==> src/rtl/cbr_refresh_pkg.sv <==
`timescale 1ns/1ps
package cbr_refresh_pkg;
  typedef enum logic [1:0] {
    RF_IDLE,
    RF_LEAD,
    RF_RAS,
    RF_PRE
  } rf_state_e;
endpackage

==> src/rtl/rf_interval_timer.sv <==
`timescale 1ns/1ps
module rf_interval_timer #(
  parameter int IW = 16
) (
  input  logic          clk,
  input  logic          rst_n,
  input  logic [IW-1:0] reload_val,
  output logic          tick
);
  logic [IW-1:0] cnt;

  // terminal count uses >= so that a shrinking reload value applies at once
  assign tick = (cnt >= reload_val);

  always_ff @(posedge clk or negedge rst_n) begin
    if (!rst_n)    cnt <= '0;
    else if (tick) cnt <= '0;
    else           cnt <= cnt + 1'b1;
  end
endmodule

==> src/rtl/rf_request_flag.sv <==
`timescale 1ns/1ps
module rf_request_flag (
  input  logic clk,
  input  logic rst_n,
  input  logic tick,
  input  logic clear,
  output logic req
);
  // a new tick outranks the clear from a finishing sequence
  always_ff @(posedge clk or negedge rst_n) begin
    if (!rst_n)     req <= 1'b0;
    else if (tick)  req <= 1'b1;
    else if (clear) req <= 1'b0;
  end
endmodule

==> src/rtl/rf_sequencer.sv <==
`timescale 1ns/1ps
module rf_sequencer
  import cbr_refresh_pkg::*;
#(
  parameter int TW = 4
) (
  input  logic          clk,
  input  logic          rst_n,
  input  logic          start_ok,
  input  logic          stagger_en,
  input  logic [TW-1:0] ras_width,
  input  logic [TW-1:0] pre_time,
  output rf_state_e     st,
  output logic          phase,
  output logic          stag_q,
  output logic          done
);
  logic [TW-1:0] tcnt, w_q, p_q, w_eff, p_eff;

  assign w_eff = (ras_width == '0) ? TW'(1) : ras_width;
  assign p_eff = (pre_time  == '0) ? TW'(1) : pre_time;
  assign done  = (st == RF_PRE) && (tcnt == '0);

  always_ff @(posedge clk or negedge rst_n) begin
    if (!rst_n) begin
      st     <= RF_IDLE;
      phase  <= 1'b0;
      stag_q <= 1'b0;
      tcnt   <= '0;
      w_q    <= TW'(1);
      p_q    <= TW'(1);
    end else begin
      unique case (st)
        RF_IDLE: if (start_ok) begin
          st     <= RF_LEAD;
          phase  <= 1'b0;
          stag_q <= stagger_en;
          w_q    <= w_eff;
          p_q    <= p_eff;
        end
        RF_LEAD: begin
          st   <= RF_RAS;
          tcnt <= w_q - 1'b1;
        end
        RF_RAS: begin
          if (tcnt != '0) begin
            tcnt <= tcnt - 1'b1;
          end else if (stag_q && !phase) begin
            st    <= RF_LEAD;
            phase <= 1'b1;
          end else begin
            st   <= RF_PRE;
            tcnt <= p_q - 1'b1;
          end
        end
        RF_PRE: begin
          if (tcnt != '0) tcnt <= tcnt - 1'b1;
          else            st   <= RF_IDLE;
        end
        default: st <= RF_IDLE;
      endcase
    end
  end
endmodule

==> src/rtl/rf_strobe_decode.sv <==
`timescale 1ns/1ps
module rf_strobe_decode
  import cbr_refresh_pkg::*;
#(
  parameter int NBANK = 4
) (
  input  rf_state_e        st,
  input  logic             phase,
  input  logic             stag_q,
  output logic [NBANK-1:0] ras_n,
  output logic [NBANK-1:0] cas_n,
  output logic             we_n
);
  logic cas_on;
  assign cas_on = (st == RF_LEAD) || (st == RF_RAS);
  assign cas_n  = {NBANK{~cas_on}};
  assign we_n   = 1'b1;

  for (genvar b = 0; b < NBANK; b++) begin : g_bank
    // even banks form the first staggered pair, odd banks the second
    localparam logic ODD = ((b % 2) == 1);
    logic sel;
    assign sel      = !stag_q || (phase == ODD);
    assign ras_n[b] = !((st == RF_RAS) && sel);
  end
endmodule

==> src/rtl/cbr_refresh_seq.sv <==
`timescale 1ns/1ps
module cbr_refresh_seq
  import cbr_refresh_pkg::*;
#(
  parameter int IW    = 16,
  parameter int TW    = 4,
  parameter int NBANK = 4
) (
  input  logic             clk,
  input  logic             rst_n,
  input  logic [IW-1:0]    reload_val,
  input  logic             stagger_en,
  input  logic [TW-1:0]    ras_width,
  input  logic [TW-1:0]    pre_time,
  input  logic             xact_busy,
  input  logic             grant,
  output logic             req,
  output logic             busy,
  output logic             done,
  output logic [NBANK-1:0] ras_n,
  output logic [NBANK-1:0] cas_n,
  output logic             we_n
);
  logic      tick, phase, stag_q, start_ok;
  rf_state_e st;

  assign start_ok = req && grant && !xact_busy;
  assign busy     = (st != RF_IDLE);

  rf_interval_timer #(.IW(IW)) u_timer (
    .clk(clk), .rst_n(rst_n), .reload_val(reload_val), .tick(tick)
  );

  rf_request_flag u_flag (
    .clk(clk), .rst_n(rst_n), .tick(tick), .clear(done), .req(req)
  );

  rf_sequencer #(.TW(TW)) u_seq (
    .clk(clk), .rst_n(rst_n), .start_ok(start_ok), .stagger_en(stagger_en),
    .ras_width(ras_width), .pre_time(pre_time), .st(st), .phase(phase),
    .stag_q(stag_q), .done(done)
  );

  rf_strobe_decode #(.NBANK(NBANK)) u_dec (
    .st(st), .phase(phase), .stag_q(stag_q),
    .ras_n(ras_n), .cas_n(cas_n), .we_n(we_n)
  );
endmodule

==> config.mk <==
export PLATFORM = sky130hd
export DESIGN_NAME = cbr_refresh_seq
export DESIGN_NICKNAME = d
export VERILOG_FILES = /design/src/rtl/cbr_refresh_pkg.sv /design/src/rtl/rf_interval_timer.sv /design/src/rtl/rf_request_flag.sv /design/src/rtl/rf_sequencer.sv /design/src/rtl/rf_strobe_decode.sv /design/src/rtl/cbr_refresh_seq.sv
export SDC_FILE = /design/constraint.sdc
export NUM_CORES = 1
export LEC_CHECK = 0
export BUFFER_PORTS_ARGS = -buffer_cell sky130_fd_sc_hd__buf_2
export CORE_ASPECT_RATIO = 1.75
export CORE_MARGIN = 2
export CORE_UTILIZATION = 51
export DETAILED_ROUTE_END_ITERATION = 10
export GPL_TIMING_DRIVEN = 0
export HOLD_SLACK_MARGIN = 0.12
export PLACE_DENSITY = 0.84
export SLEW_MARGIN = 40
export SYNTH_ARGS = -nofsm -noshare
export SYNTH_HDL_FRONTEND = slang
export SYNTH_HIERARCHICAL = 1
export SYNTH_SLANG_ARGS = --single-unit
==> constraint.sdc <==
create_clock -name clk -period 2.1 [get_ports clk]
set_clock_uncertainty 0.2 [all_clocks]
set_input_delay 0.105 -clock clk [delete_from_list [all_inputs] [get_ports clk]]
set_output_delay 0.105 -clock clk [all_outputs]
set_load 0.01 [all_outputs]
==> summary.md <==
| Metric | Value |
|---|---|
| Status | `finished with violations` |
| Failing checks | `setup timing` |
| Initial antenna violation count | `0` |
| Ys async rst share | `100%` |
| CTS tree | `yes` |
| PwrDens | `1170 nW/um2` |
| Highest clock rate | `441 MHz` |
| Port-buffer cells | `39` |
| Setup violators final | `17` |
| Worst EP required | `2.08 ns` |
| Largest family of logic cells by synthesized area | `simple AND/OR/NAND/NOR gates` |
| Post-synthesis cell count | `240` |
| Max-slew headroom | `51.4%` |
| Routed WL | `6.00 mm` |
| Critical Path, Cell by Cell | `inv_2 -> ha_4 -> nand2b_4 -> a2111oi_4 -> o31ai_4 -> buf_4 -> or3_1 -> a21o_1` |
| FILL cells | `357` |
| Post-synthesis cell type count | `50` |
| Crit path DAT | `2.24 ns` |
| VDD IR max | `0.000944 V` |
| Row count | `32` |
| Ant diodes | `0` |
| Crit-path max cell delay | `0.41 ns` |
| H-tree depth | `2` |
| First-pass GRT wire length | `8.86 mm` |
| Min Tclk post-route | `2.27 ns` |
| Initial Util | `52.7%` |
| Die Area | `5120 um2` |
| Syn avg cell area | `9.67 um2` |
| Via count | `2137` |
| Compound-Gate Fraction of Synth Area | `11.8%` |
| Post-layout net count | `365` |
| Gr busiest metal | `met2` |
| Die W | `55.0 um` |
| Core area | `4400 um2` |
| Area grow syn2layout | `32.8%` |
| GP Congestion | `0.797` |
| DR vias/cell | `5.84` |
| Clock Latency Late Sink | `0.28 ns` |
| Leak | `1.38 nW` |
| Worst-Margin Slew | `0.728 ns` |
| RSZ-0062 raised after global routing | `yes` |
| Fin worst setup slack | `-0.166 ns` |
| Yosys warns | `6` |
| DR pass1 iterations | `4` |
| GR Util met1 | `23.3%` |
| Overflow after GRT | `0` |
| Final ANT Viol Nets | `0` |
| XOR/XNOR Fraction of Synth Area | `6.80%` |
| Setup TNS | `-2.13 ns` |
| Routed len/inst | `16.4 um` |
| Register bit total from synthesis | `33` |
| Max cap viols | `0` |
| Register area share after synthesis | `35.7%` |
| Clk pin slew, worst setup/hold paths | `0.07 ns` |
| CP startpoint kind | `register` |
| Top_reg_cell synth | `dfrtp_1` |
| Area share of fa/ha/maj cells after synthesis | `11.9%` |
| Number of remaining DRC errors | `0` |
| Num CTS Buffers | `5` |
| Largest net degree at the start of global routing | `34` |
| Initial drt markers | `64` |
| Synth top area share | `33.4%` |
| M2 GR Usage | `43.9%` |
| Post-DP HPWL | `3.82 mm` |
| CTS Buffer Depth | `2` |
| Fin crit share | `108%` |
| Critical path type | `reg2reg` |
| EDFF count, synth | `0` |
| Min Hold Slack | `0.0981 ns` |
| Synth area leader | `dfrtp_1` |
| Critical-path top delay cell | `dfrtp_1` |
| Hold Fails Final Rpt | `0` |
| Share of layout cells above drive strength 1 | `37.1%` |
| Die height | `93.2 um` |
| Mux contribution to synthesized area | `2.86%` |
| Fraction of the mapped netlist area in simple logic gates | `22.3%` |
| CTS Root Buffer Type | `clkbuf_8` |
| Synth Net Count | `291` |
| Area contributors post-synth | `dfrtp_1 (33%), ha_1 (12%), xnor2_1 (6.0%)` |
| CP Max Fanout | `3` |
| Pins over their slew limit | `0` |
| Post-Syn Area | `2320 um2` |
| CTS Sinks | `33` |
| Worst setup EP type | `register` |
| Class of the most critical hold timing path | `in2async` |
| I/O pins | `41` |
| Tot GR Track Use | `23.8%` |
| Vias in the first global route | `2099` |
| Met3 usage | `4.15%` |
## registers in the layout, summed over array words and instances (netlist names)
| register | flops |
|---|---|
| u_timer/cnt | 16 |
| u_seq/stag_q | 1 |
| u_seq/w_q | 4 |
| u_seq/st | 2 |
| u_seq/tcnt | 4 |
| u_seq/p_q | 4 |
| u_seq/phase | 1 |
| u_flag/req | 1 |
## layout by cell type, fill, tap and decap left out, drive strengths merged, types with 2 or more instances in the layout
master and n:
nor3b 2, dfstp 2, or4b 2, xor2 2
xnor2 16, a21o 2, nor4 20, a21oi 9
buf 66, dlygate4sd3 10, o21ai 8, o21a 2
a31oi 2, a221oi 2, nand4 7, or3 2
clkbuf 11, mux2 5, nor2 9, nand3 6
nor4b 2, nand2b 2, ha 22, nand2 15
dfrtp 31, inv 31, nor2b 2, o31a 2
o31ai 2, o22ai 2, nor3 8
## synthesized netlist by cell type, types with 4 or more instances
cell,n
a21oi_1,9
nand2_1,15
nand3_1,6
dfrtp_1,31
mux2_2,5
inv_1,31
o21ai_0,7
nor4_1,10
buf_4,6
nand4_1,7
nor2_1,9
nor4_2,10
xnor2_1,16
nor3_1,8
ha_1,22
clkbuf_1,4
## final timing paths
kind | end | depth (start not counted) | slack [ns] | from
min in group clk | u_seq/w_q[3]$_DFFE_PN0P_ | 1 | 0.34 | u_seq/w_q[3]$_DFFE_PN0P_
min | u_seq/stag_q$_DFFE_PN0P_ | 2 | 0.1 | rst_n
max | u_flag/req$_DFFE_PN0P_ | 8 | -0.17 | u_timer/cnt[0]$_DFF_PN0_
max in group asynchronous | u_seq/w_q[0]$_DFFE_PN1P_ | 2 | 1.26 | rst_n
min reg2reg | u_seq/w_q[3]$_DFFE_PN0P_ | 1 | 0.34 | u_seq/w_q[3]$_DFFE_PN0P_
max reg2reg | u_flag/req$_DFFE_PN0P_ | 8 | -0.17 | u_timer/cnt[0]$_DFF_PN0_
## per-stage QoR
| stage | total power, W | cells | worst slack, ns | cell area [um2] | util (%) |
|---|---|---|---|---|---|
| 2_1_floorplan | 0.00242 | 240 | -0.00941 | 2360 | - |
| 3_5_place_dp | 0.00287 | 330 | -0.272 | 2620 | 59.5 |
| 4_1_cts | 0.00348 | 361 | -0.162 | 2950 | 66.9 |
| 5_1_grt | 0.00390 | 366 | -0.204 | 3080 | 70.0 |
| 3_3_place_gp | 0.00280 | 330 | -0.248 | 2620 | 59.5 |
| 6_report | 0.00361 | 366 | -0.166 | 3080 | 70.0 |
## repair_timing
item | CTS | global route
pin swaps | 13 | 3
resized for setup | 13 | 15
endpoints found under the hold margin | 40 | 0
setup endpoints to repair | 22 | 25
hold buffers | 10 | 0
cloned | 1 | 0
setup buffers | 12 | 5
## worst max-delay path, delay by kind of cell (launching register included)
family	cells	cell delay, ns
adder cells (fa/ha/maj)	1	0.19
AO/OA/AOI/OAI	3	0.68
buffers and inverters	2	0.23
AND/OR/NAND/NOR	2	0.46
flip-flops	1	0.41
## layout make-up
type	count	area, um2	area share, %
multi-input combinational	163	1460	47.3
sequential	33	831	27.0
timing repair buffer	67	448	14.5
inverter	31	116	3.78
buffer	13	83.8	2.72
clock buffer	7	76.3	2.48
tap	51	63.8	2.07
clock inverter	1	5.00	0.162
## power breakdown
part | internal [W] | leakage [nW] | switching, W | total [W]
Combinational | 0.00101 | 0.935 | 0.000951 | 0.00196
Clock | 0.000232 | 0.0422 | 0.000227 | 0.000459
Sequential | 0.000907 | 0.406 | 0.000284 | 0.00119
Total | 0.00215 | 1.38 | 0.00146 | 0.00361
## layer usage
metal | wire length [um] | up-vias | share of wire (%)
li1 | - | 994 | -
met1 | 2090 | 1038 | 35
met2 | 3400 | 82 | 57
met3 | 283 | 23 | 4.7
met4 | 227 | 0 | 3.8
met5 | 0 | - | 0
## cells by family (layout without fill, tap and decap cells)
kind of cell,Yosys count,after routing
other,1,1
adder cells (fa/ha/maj),22,22
flip-flops,33,33
multiplexers,6,6
AND/OR/NAND/NOR,80,80
AO/OA/AOI/OAI,36,36
XOR/XNOR,18,18
buffers and inverters,44,119
Note: power is estimated with default switching activity, not from simulation.
